--- src/rtl/flash_ctrl_pkg.sv ---
package flash_ctrl_pkg;
  localparam int unsigned REG_AW = 12;

  localparam logic [REG_AW-1:0] OFF_STATUS = 12'h400;
  localparam logic [REG_AW-1:0] OFF_CFG    = 12'h504;
  localparam logic [REG_AW-1:0] OFF_PG_A   = 12'h508;
  localparam logic [REG_AW-1:0] OFF_ALL    = 12'h50C;
  localparam logic [REG_AW-1:0] OFF_PG_B   = 12'h510;
  localparam logic [REG_AW-1:0] OFF_UERASE = 12'h514;

  typedef enum logic [1:0] {CMD_NONE, CMD_PAGE, CMD_ALL, CMD_USER} cmd_e;
  typedef enum logic [1:0] {SQ_IDLE, SQ_WIPE, SQ_UCLR} seq_e;
endpackage

--- src/rtl/flash_ctrl_regs.sv ---
module flash_ctrl_regs
  import flash_ctrl_pkg::*;
#(
  parameter int unsigned PAGE_BYTES = 1024,
  parameter int unsigned NUM_PAGES  = 256,
  localparam int unsigned OFF_BITS  = $clog2(PAGE_BYTES),
  localparam int unsigned PAGE_W    = (NUM_PAGES > 1) ? $clog2(NUM_PAGES) : 1
) (
  input  logic              clk_i,
  input  logic              rst_ni,
  input  logic              req_i,
  input  logic              we_i,
  input  logic [REG_AW-1:0] addr_i,
  input  logic [31:0]       wdata_i,
  input  logic              ready_i,
  output logic [31:0]       rdata_o,
  output logic [1:0]        cfg_o,
  output cmd_e              cmd_o,
  output logic [PAGE_W-1:0] page_o
);
  logic [1:0]  cfg_q;
  logic        wr;
  logic [31:0] pg_idx;
  logic        pg_ok;

  assign wr     = req_i && we_i;
  assign pg_idx = wdata_i >> OFF_BITS;  // align down
  assign pg_ok  = pg_idx < 32'(NUM_PAGES);
  assign page_o = pg_idx[PAGE_W-1:0];
  assign cfg_o  = cfg_q;

  always_ff @(posedge clk_i or negedge rst_ni) begin
    if (!rst_ni)                     cfg_q <= '0;
    else if (wr && addr_i == OFF_CFG) cfg_q <= wdata_i[1:0];
  end

  always_comb begin
    cmd_o = CMD_NONE;
    if (wr && ready_i) begin
      unique case (addr_i)
        OFF_PG_A, OFF_PG_B: if (pg_ok)        cmd_o = CMD_PAGE;
        OFF_ALL:            if (wdata_i == 1) cmd_o = CMD_ALL;
        OFF_UERASE:         if (wdata_i == 1) cmd_o = CMD_USER;
        default: ;
      endcase
    end
  end

  always_comb begin
    rdata_o = '0;
    if (req_i) begin
      unique case (addr_i)
        OFF_STATUS: rdata_o = {31'b0, ready_i};
        OFF_CFG:    rdata_o = {30'b0, cfg_q};
        default: ;
      endcase
    end
  end

  p_cfg_hold_r3: assert property (@(posedge clk_i) disable iff (!rst_ni)
    !(wr && addr_i == OFF_CFG) |=> $stable(cfg_o));
endmodule

--- src/rtl/flash_ctrl_seq.sv ---
module flash_ctrl_seq
  import flash_ctrl_pkg::*;
#(
  parameter int unsigned WPP       = 256,
  parameter int unsigned NUM_PAGES = 256,
  parameter int unsigned PAGE_W    = 8,
  localparam int unsigned WPP_BITS = $clog2(WPP),
  localparam int unsigned TOTAL    = WPP * NUM_PAGES,
  localparam int unsigned WADDR_W  = $clog2(TOTAL)
) (
  input  logic               clk_i,
  input  logic               rst_ni,
  input  cmd_e               cmd_i,
  input  logic [PAGE_W-1:0]  page_i,
  output logic               ready_o,
  output logic               we_o,
  output logic [WADDR_W-1:0] waddr_o,
  output logic [31:0]        wdata_o,
  output logic               uclr_o
);
  seq_e               st_q;
  logic [WADDR_W-1:0] ptr_q, last_q;
  logic               all_q;
  logic [WADDR_W-1:0] pg_base;

  assign pg_base = WADDR_W'({page_i, {WPP_BITS{1'b0}}});

  always_ff @(posedge clk_i or negedge rst_ni) begin
    if (!rst_ni) begin
      st_q   <= SQ_IDLE;
      ptr_q  <= '0;
      last_q <= '0;
      all_q  <= 1'b0;
    end else begin
      unique case (st_q)
        SQ_IDLE: begin
          unique case (cmd_i)
            CMD_PAGE: begin
              st_q   <= SQ_WIPE;
              ptr_q  <= pg_base;
              last_q <= pg_base + WADDR_W'(WPP - 1);
              all_q  <= 1'b0;
            end
            CMD_ALL: begin
              st_q   <= SQ_WIPE;
              ptr_q  <= '0;
              last_q <= WADDR_W'(TOTAL - 1);
              all_q  <= 1'b1;
            end
            CMD_USER: st_q <= SQ_UCLR;
            default: ;
          endcase
        end
        SQ_WIPE: begin
          if (ptr_q == last_q) st_q <= all_q ? SQ_UCLR : SQ_IDLE;
          else                 ptr_q <= ptr_q + 1'b1;
        end
        SQ_UCLR: st_q <= SQ_IDLE;
        default: st_q <= SQ_IDLE;
      endcase
    end
  end

  assign ready_o = (st_q == SQ_IDLE);
  assign we_o    = (st_q == SQ_WIPE);
  assign waddr_o = ptr_q;
  assign wdata_o = '1;
  assign uclr_o  = (st_q == SQ_UCLR);

  p_ascend_r4: assert property (@(posedge clk_i) disable iff (!rst_ni)
    we_o && $past(we_o) |-> waddr_o == $past(waddr_o) + 1'b1);
  p_accept_busy_r11: assert property (@(posedge clk_i) disable iff (!rst_ni)
    ready_o && cmd_i != CMD_NONE |=> !ready_o);
  p_all_then_uclr_r6: assert property (@(posedge clk_i) disable iff (!rst_ni)
    we_o && all_q && ptr_q == last_q |=> uclr_o && !we_o);
  p_write_ones_r4: assert property (@(posedge clk_i) disable iff (!rst_ni)
    we_o |-> wdata_o == 32'hFFFF_FFFF && !ready_o);
endmodule

--- src/rtl/flash_ctrl_uarea.sv ---
module flash_ctrl_uarea #(
  parameter int unsigned WORDS  = 64,
  parameter int unsigned AW     = 10,
  localparam int unsigned IDX_W = $clog2(WORDS)
) (
  input  logic          clk_i,
  input  logic          rst_ni,
  input  logic          req_i,
  input  logic          we_i,
  input  logic [AW-1:0] addr_i,
  input  logic [31:0]   wdata_i,
  input  logic          clr_i,
  output logic [31:0]   rdata_o
);
  logic [31:0]      mem_q [WORDS];
  logic             hit;
  logic [IDX_W-1:0] idx;

  assign hit = req_i && (addr_i[1:0] == 2'b00) && (addr_i < AW'(WORDS * 4));
  assign idx = addr_i[IDX_W+1:2];

  always_ff @(posedge clk_i or negedge rst_ni) begin
    if (!rst_ni) begin
      for (int i = 0; i < WORDS; i++) mem_q[i] <= '1;
    end else if (clr_i) begin
      for (int i = 0; i < WORDS; i++) mem_q[i] <= '1;
    end else if (hit && we_i) begin
      mem_q[idx] <= wdata_i;
    end
  end

  assign rdata_o = hit ? mem_q[idx] : '0;

  p_clr_ones_r7: assert property (@(posedge clk_i) disable iff (!rst_ni)
    clr_i |=> mem_q[0] == 32'hFFFF_FFFF && mem_q[WORDS-1] == 32'hFFFF_FFFF);
endmodule

--- src/rtl/flash_ctrl.sv ---
module flash_ctrl
  import flash_ctrl_pkg::*;
#(
  parameter int unsigned PAGE_BYTES = 1024,
  parameter int unsigned NUM_PAGES  = 256,
  parameter int unsigned UA_WORDS   = 64,
  parameter int unsigned UA_AW      = 10,
  localparam int unsigned WPP       = PAGE_BYTES / 4,
  localparam int unsigned TOTAL     = WPP * NUM_PAGES,
  localparam int unsigned WADDR_W   = $clog2(TOTAL),
  localparam int unsigned PAGE_W    = (NUM_PAGES > 1) ? $clog2(NUM_PAGES) : 1
) (
  input  logic               clk_i,
  input  logic               rst_ni,
  input  logic               reg_req_i,
  input  logic               reg_we_i,
  input  logic [REG_AW-1:0]  reg_addr_i,
  input  logic [31:0]        reg_wdata_i,
  output logic [31:0]        reg_rdata_o,
  input  logic               ua_req_i,
  input  logic               ua_we_i,
  input  logic [UA_AW-1:0]   ua_addr_i,
  input  logic [31:0]        ua_wdata_i,
  output logic [31:0]        ua_rdata_o,
  output logic [1:0]         cfg_o,
  output logic               code_we_o,
  output logic [WADDR_W-1:0] code_waddr_o,
  output logic [31:0]        code_wdata_o,
  output logic               ready_o
);
  initial begin : geom_check
    assert (PAGE_BYTES >= UA_WORDS * 4)
      else $fatal(1, "page size below user area size");
  end

  cmd_e              cmd;
  logic [PAGE_W-1:0] page;
  logic              uclr;

  flash_ctrl_regs #(
    .PAGE_BYTES(PAGE_BYTES),
    .NUM_PAGES (NUM_PAGES)
  ) u_regs (
    .clk_i  (clk_i),
    .rst_ni (rst_ni),
    .req_i  (reg_req_i),
    .we_i   (reg_we_i),
    .addr_i (reg_addr_i),
    .wdata_i(reg_wdata_i),
    .ready_i(ready_o),
    .rdata_o(reg_rdata_o),
    .cfg_o  (cfg_o),
    .cmd_o  (cmd),
    .page_o (page)
  );

  flash_ctrl_seq #(
    .WPP      (WPP),
    .NUM_PAGES(NUM_PAGES),
    .PAGE_W   (PAGE_W)
  ) u_seq (
    .clk_i  (clk_i),
    .rst_ni (rst_ni),
    .cmd_i  (cmd),
    .page_i (page),
    .ready_o(ready_o),
    .we_o   (code_we_o),
    .waddr_o(code_waddr_o),
    .wdata_o(code_wdata_o),
    .uclr_o (uclr)
  );

  flash_ctrl_uarea #(
    .WORDS(UA_WORDS),
    .AW   (UA_AW)
  ) u_uarea (
    .clk_i  (clk_i),
    .rst_ni (rst_ni),
    .req_i  (ua_req_i),
    .we_i   (ua_we_i),
    .addr_i (ua_addr_i),
    .wdata_i(ua_wdata_i),
    .clr_i  (uclr),
    .rdata_o(ua_rdata_o)
  );

  p_drop_busy_r10: assert property (@(posedge clk_i) disable iff (!rst_ni)
    code_we_o && $past(code_we_o) |-> !ready_o);
endmodule

--- config.mk ---
export PLATFORM = sky130hd
export DESIGN_NAME = flash_ctrl
export DESIGN_NICKNAME = d
export VERILOG_FILES = /design/src/rtl/flash_ctrl_pkg.sv /design/src/rtl/flash_ctrl_regs.sv /design/src/rtl/flash_ctrl_seq.sv /design/src/rtl/flash_ctrl_uarea.sv /design/src/rtl/flash_ctrl.sv
export SDC_FILE = /design/constraint.sdc
export NUM_CORES = 2
export LEC_CHECK = 0
export BUFFER_PORTS_ARGS = -buffer_cell sky130_fd_sc_hd__buf_2
export CORE_MARGIN = 5
export CORE_UTILIZATION = 30
export CTS_BUF_LIST = sky130_fd_sc_hd__clkbuf_8
export DETAILED_ROUTE_END_ITERATION = 8
export SYNTH_ARGS = -nofsm -noshare
export SYNTH_HDL_FRONTEND = slang
export SYNTH_SLANG_ARGS = --single-unit
--- constraint.sdc ---
create_clock -name clk_i -period 3.8 [get_ports clk_i]
set_clock_uncertainty 0.2 [all_clocks]
set_input_delay 0.19 -clock clk_i [delete_from_list [all_inputs] [get_ports clk_i]]
set_output_delay 0.19 -clock clk_i [all_outputs]
set_load 0.03 [all_outputs]
After elaboration in Yosys (flattened, before gate mapping)
Cells that the tools add are included.
{"block": "totals", "reg_bits": 2085, "in_bits": 92}
{"block": "classes", "addsub": 2, "order_cmp": 4, "eq_ne": 17, "mux": 25, "bitwise_logic": 1, "n_reduce_logical": 17}
{"operator": "$mux W2048", "n": 2}
{"operator": "$bwmux W2048", "n": 1}
{"operator": "$bmux W32 S6", "n": 1}
{"operator": "$demux W32 S6", "n": 1}
{"operator": "$mux W32", "n": 5}
{"operator": "$pmux W16 S2", "n": 3}
{"operator": "$eq A12 B11 Y1 const B", "n": 6}
{"operator": "$eq A32 B1 Y1 const B", "n": 1}
{"operator": "$lt A22 B9 Y1 const B", "n": 1}
{"operator": "$add A16 B1 Y16 const B", "n": 1}
{"operator": "$add A16 B8 Y16 const B", "n": 1}
{"operator": "$eq A16 B16 Y1", "n": 1}
{"operator": "$mux W16", "n": 1}
{"operator": "$pmux W2 S2", "n": 3}
{"operator": "$lt A10 B9 Y1 const B", "n": 1}
{"operator": "$mux W2", "n": 5}
{"operator": "$ge A7 B7 Y1 const B", "n": 1}
{"operator": "$logic_and A1 B1 Y1", "n": 7}
{"operator": "$lt A7 B1 Y1 const B", "n": 1}
{"operator": "$not A6 Y7", "n": 1}
{"operator": "$eq A2 B2 Y1 const B", "n": 3}
{"operator": "$pmux W2 S3", "n": 1}
{"operator": "$reduce_bool A2 Y1", "n": 3}
{"operator": "$eq A2 B1 Y1 const B", "n": 2}
{"operator": "10 further kinds", "n": 13}

Longest topological paths before layout
{"block": "logic_depth", "depth_word": 8, "ltp_mapped": 12}

By module
A second synthesis with hierarchy kept.
{"block": "unflattened", "hier_cells": 9559, "hier_area_um2": 100053.5}
{"mod": "flash_ctrl_uarea", "instances": 1, "cells_per_inst": 9269, "area_each_um2": 97506.0, "seq_area_each_um2": 53811.6}
{"mod": "flash_ctrl_seq", "instances": 1, "cells_per_inst": 213, "area_each_um2": 1946.9, "seq_area_each_um2": 700.7}
{"mod": "flash_ctrl_regs", "instances": 1, "cells_per_inst": 77, "area_each_um2": 600.6, "seq_area_each_um2": 50.0}

Least setup slack after synthesis
OpenSTA, ideal clock, no wires.
{"block": "synth_timing", "path_type": "input-to-reg", "startpoint": "input port reg_addr_i[1]", "endpoint": "register u_seq.last_q[13]", "arrival_time_ns": 2.448, "required_ns": 3.523, "setup_slack_ns": 1.074, "stages": 10, "path_cell_list": "nor4_1 -> nand2_1 -> nor4_1 -> and4_1 -> and3_1 -> ha_1 -> nor3_1 -> clkbuf_1 -> nor2_1 -> a21oi_1"}
{"block": "synth_via", "elab_chain_cells": 7, "elab_cells_between_ends": 12}
{"element": "start: declaration", "line": "flash_ctrl.sv:17", "source": "input logic [REG_AW-1:0] reg_addr_i,"}
{"element": "$eq A12 B11 Y1", "line": "flash_ctrl_regs.sv:40", "source": "unique case (addr_i)"}
{"element": "$reduce_or A2 Y1", "line": "flash_ctrl_regs.sv:40"}
{"element": "$pmux W2 S3 (*)", "line": "flash_ctrl_regs.sv:40"}
{"element": "$mux W2 (*)", "line": "flash_ctrl_regs.sv:39", "source": "if (wr && ready_i) begin"}
{"element": "$eq A2 B1 Y1 / $eq A2 B2 Y1 (equally long branches)", "line": "flash_ctrl_seq.sv:37", "source": "unique case (cmd_i)"}
{"element": "$reduce_bool A2 Y1 (no line)"}
{"element": "$reduce_and A2 Y1 (no line)"}
{"element": "end signal: assignment", "line": "flash_ctrl_seq.sv:41", "source": "last_q <= pg_base + WADDR_W'(WPP - 1);"}
{"element": "end signal: assignment", "line": "flash_ctrl_seq.sv:47", "source": "last_q <= WADDR_W'(TOTAL - 1);"}
{"element": "end: declaration", "line": "flash_ctrl_seq.sv:22", "source": "logic [WADDR_W-1:0] ptr_q, last_q;"}
Mark *: on every way between the ends. The rest lies on a longest branch, timed or not.
A chain may end at the register's enable or synchronous reset.

Worst setup path after layout
{"block": "layout_timing", "startpoint": "input port ua_addr_i[4]", "endpoint": "output port ua_rdata_o[3]"}
{"block": "layout_via", "elab_chain_cells": 5, "elab_cells_between_ends": 7}
{"element": "start: declaration", "line": "flash_ctrl.sv:22", "source": "input logic [UA_AW-1:0] ua_addr_i,"}
{"element": "$not A6 Y7 (not written as such)", "line": "flash_ctrl_uarea.sv:32", "source": "assign rdata_o = hit ? mem_q[idx] : '0;"}
{"element": "$bmux W32 S6", "line": "flash_ctrl_uarea.sv:32"}
{"element": "$mux W32 (not written as such) (2 in a row)", "line": "flash_ctrl_uarea.sv:32"}
{"element": "$mux W32 (*)", "line": "flash_ctrl_uarea.sv:32"}
{"element": "end: declaration", "line": "flash_ctrl.sv:24", "source": "output logic [31:0] ua_rdata_o,"}
Mark *: on every way between the ends. The rest lies on a longest branch, timed or not. The select of a mux whose other input is x is not followed.

==> results.cfg <==
[status]
status = complete, but fails checks
violations = DRC, hold timing, setup timing

[timing]
setup_viol = 10
min_period_ns = 3.917
worst_pin_slew_ns = 1.289
final-max-slew-violation-count = 0
hold_violations = 5
rsz0062_at_grt = true
setup_slack_ns = -0.1172
period_share = 1.031
fmax_mhz = 255.3
whs_ns = -0.03485
fin_tns_setup_ns = -0.3756
slew_headroom = 0.1409

[clock_tree]
ctsRootBufferMaster = clkbuf_8
clockBufferDepth = 4
htreeDepth = 5
cts_tree = yes
clk_latency_ns = 1.02
cts_buffers = 364
path_clk_slew_ns = 0.05
cts_sinks = 2078

[hold_path]
holdCritStartpoint = reg_addr_i[3]
hold_class = in -> reg

[setup_path]
worstPathRequired_ns = 3.41
crit_start = ua_addr_i[4]
end_kind = primary output
cp_max_fo = 39
cp.arrival_ns = 3.53
worst_setup_path_start_kind = primary input
worst-setup-path-type = in -> out
rrSetupSlack_ns = 0.28
rr_startpoint = u_seq.st_q[1]

[final_layout]
regArea_mm2 = 0.05456
fillerInstances = 34310
multi_input_area_mm2 = 0.04412
syn2layout_area_growth_pct = 17.71
final_nets = 11700
layout_commonest_cell = nand2_1
final_area_mm2 = 0.1211
drive_gt1_frac = 0.3331
mostFrequentLayoutCells = 4,268 x nand2_1, 2,081 x nand3_1, 2,048 x dfstp_2
fin_cells = 16460

[placement]
io_buffer_count = 145
place_inst = 15690
place_congestion = 0.9456
dpl.hpwl_um = 281100
place_area_mm2 = 0.1120
dp_slack_ns = -0.5767

[synthesis]
yosys_warnings = 0
synth-xor-area-share = 0.001021
synthMuxAreaShare = 0.07923
synthCells = 11430
ys_seq_area_frac = 0.5302
synth_edf_count = 0
synth_flop_cell = dfstp_2
yosysTopAreaCell = dfstp_2
netlist_area_mm2 = 0.1029
synth.avg_cell_area_um2 = 9.005
synth.area.top_cells = dfstp_2 52%, nand2_1 16%, nand3_1 10%, mux4_2 4.2%, clkbuf_1 2.8%
synth_top_area_frac = 0.5230
synth_cell_types = 76
yosys.area_share.adder = 0.0004864
synth_top_family_by_area = simple AND/OR/NAND/NOR gates
ys_ff_latch = 2078
synth-simple-area-share = 0.2725
ys_async_sr_fraction = 1.000
synth_compound_area_frac = 0.06200

[global_route]
antenna_found_initial = 32
grt_pass1_vias = 90790
grt-ovfl-total = 0
grt_pass1_wl_um = 664800
grtUsageTotal = 0.2508
grt_start_max_net_pins = 153

[routing]
drc_errors = 10
drt_iter0_markers = 14040
routed_wl_um = 463300
wl_per_cell_um = 28.16
via_per_inst = 5.721
antenna_left = 0
num_vias = 94150
drtPass1Iterations = 9

[floorplanning]
die-area_mm2 = 0.3548
initial_utilization = 0.3005
die_w_um = 595.7
rows = 215
io_pins = 208
core_area_mm2 = 0.3424
dieHeight_um = 595.7

[job]
maxCapViolations = 0

[power]
p_leak_uw = 0.05424
vdd_drop_max_uv = 303.5
power_density_mw_per_mm2 = 405.5
state kept, by name (all words and copies together) (netlist names):
name,count
u_uarea.mem_q,2048
u_seq.st_q,2
u_seq.all_q,1
u_regs.cfg_o,2
u_seq.last_q,9
u_seq.waddr_o,16
layer usage:
| metal | global-route usage | vias to the layer above | wire, µm |
|---|---|---|---|
| li1 | - | 38840 | - |
| met1 | 0.3254 | 47300 | 177000 |
| met2 | 0.3510 | 6543 | 190000 |
| met3 | 0.09954 | 1431 | 64020 |
| met4 | 0.1464 | 28 | 31890 |
| met5 | 0.003381 | - | 462 |
critical path, stage by stage:
cell     delay, ns
buf_8         0.35
buf_12        0.35
or2_2         0.58
nor2_1        0.18
nor3_1        0.96
o22ai_1       0.20
o31a_4        0.39
buf_2         0.20
logic make-up (layout without fill, tap and decap cells):
group / Yosys count / in the layout
xor gates and xnor gates: 12 / 12
and+or+nand+nor: 6670 / 6670
adders and majority gates: 4 / 4
AOI/OAI and AO/OA: 887 / 887
DFF: 2078 / 2078
muxes: 559 / 559
other: 2 / 74
buffers and inverters: 1215 / 1614
synth_stat cells (all sizes together), types with 6 or more instances:
cell	count
o22a	12
dfstp	2048
a211oi	25
nand2	4276
a2bb2oi	9
a222oi	18
clkbuf	758
nor2b	9
inv	12
o21ai	118
nor4	16
buf	444
nand4	7
a21oi	132
nor3b	6
o22ai	93
and3	19
xor2	9
nand2b	9
o31a	14
o221ai	10
a32oi	6
o211ai	12
nand3	2090
a22o	29
nor2	176
and2	12
dfrtp	30
nor3	23
or2	6
mux4	191
a221o	39
a31oi	34
mux2i	246
mux2	122
a22oi	135
o2bb2ai	7
o21a	7
a221oi	160
power breakdown:
group	switching, µW	internal [µW]	total, µW
combinational	3190	1290	4490
sequential	185	22800	23000
clock	10200	11500	21700
total	13600	35500	49100
per-stage QoR:
stage | util | hold slack (ns) | total power [µW]
2_1_floorplan | - | -0.3056 | 25110
3_3_place_gp | 0.3271 | 0.2520 | 27400
3_5_place_dp | 0.3271 | 0.2542 | 27420
4_1_cts | 0.3528 | 0.004310 | 49070
5_1_grt | 0.3536 | 0.002042 | 50430
6_report | 0.3537 | -0.03485 | 49110
path summary, 6_finish.rpt:
check	to	cells after the start
max in group asynchronous	u_uarea.mem_q[216]	3
min in group asynchronous	u_uarea.mem_q[2046]	2
hold reg to reg	u_seq.last_q[7]	1
setup reg to reg	u_seq.waddr_o[11]	10
hold / removal	u_seq.waddr_o[14]	9
setup / recovery	ua_rdata_o[3]	8
repair_timing:
| action | CTS | global route |
|---|---|---|
| hold buffers | 92 | 6 |
| endpoints found under the hold margin | 3094 | 5 |
| buffers inserted | 0 | 4 |
| pin swaps | 17 | 20 |
| cloned | 0 | 1 |
| resized for setup | 92 | 45 |
| endpoints found under the setup margin | 24 | 23 |
final cells by class:
cell class | count | area share
antenna | 12 | 0.0002479
clock buffer | 473 | 0.05375
clock inverter | 177 | 0.008120
inverter | 13 | 0.0004855
multi-input combinational | 8194 | 0.3643
sequential | 2078 | 0.4505
tap | 4557 | 0.04707
timing repair buffer | 951 | 0.07553
(Power assumes the default switching activity.)
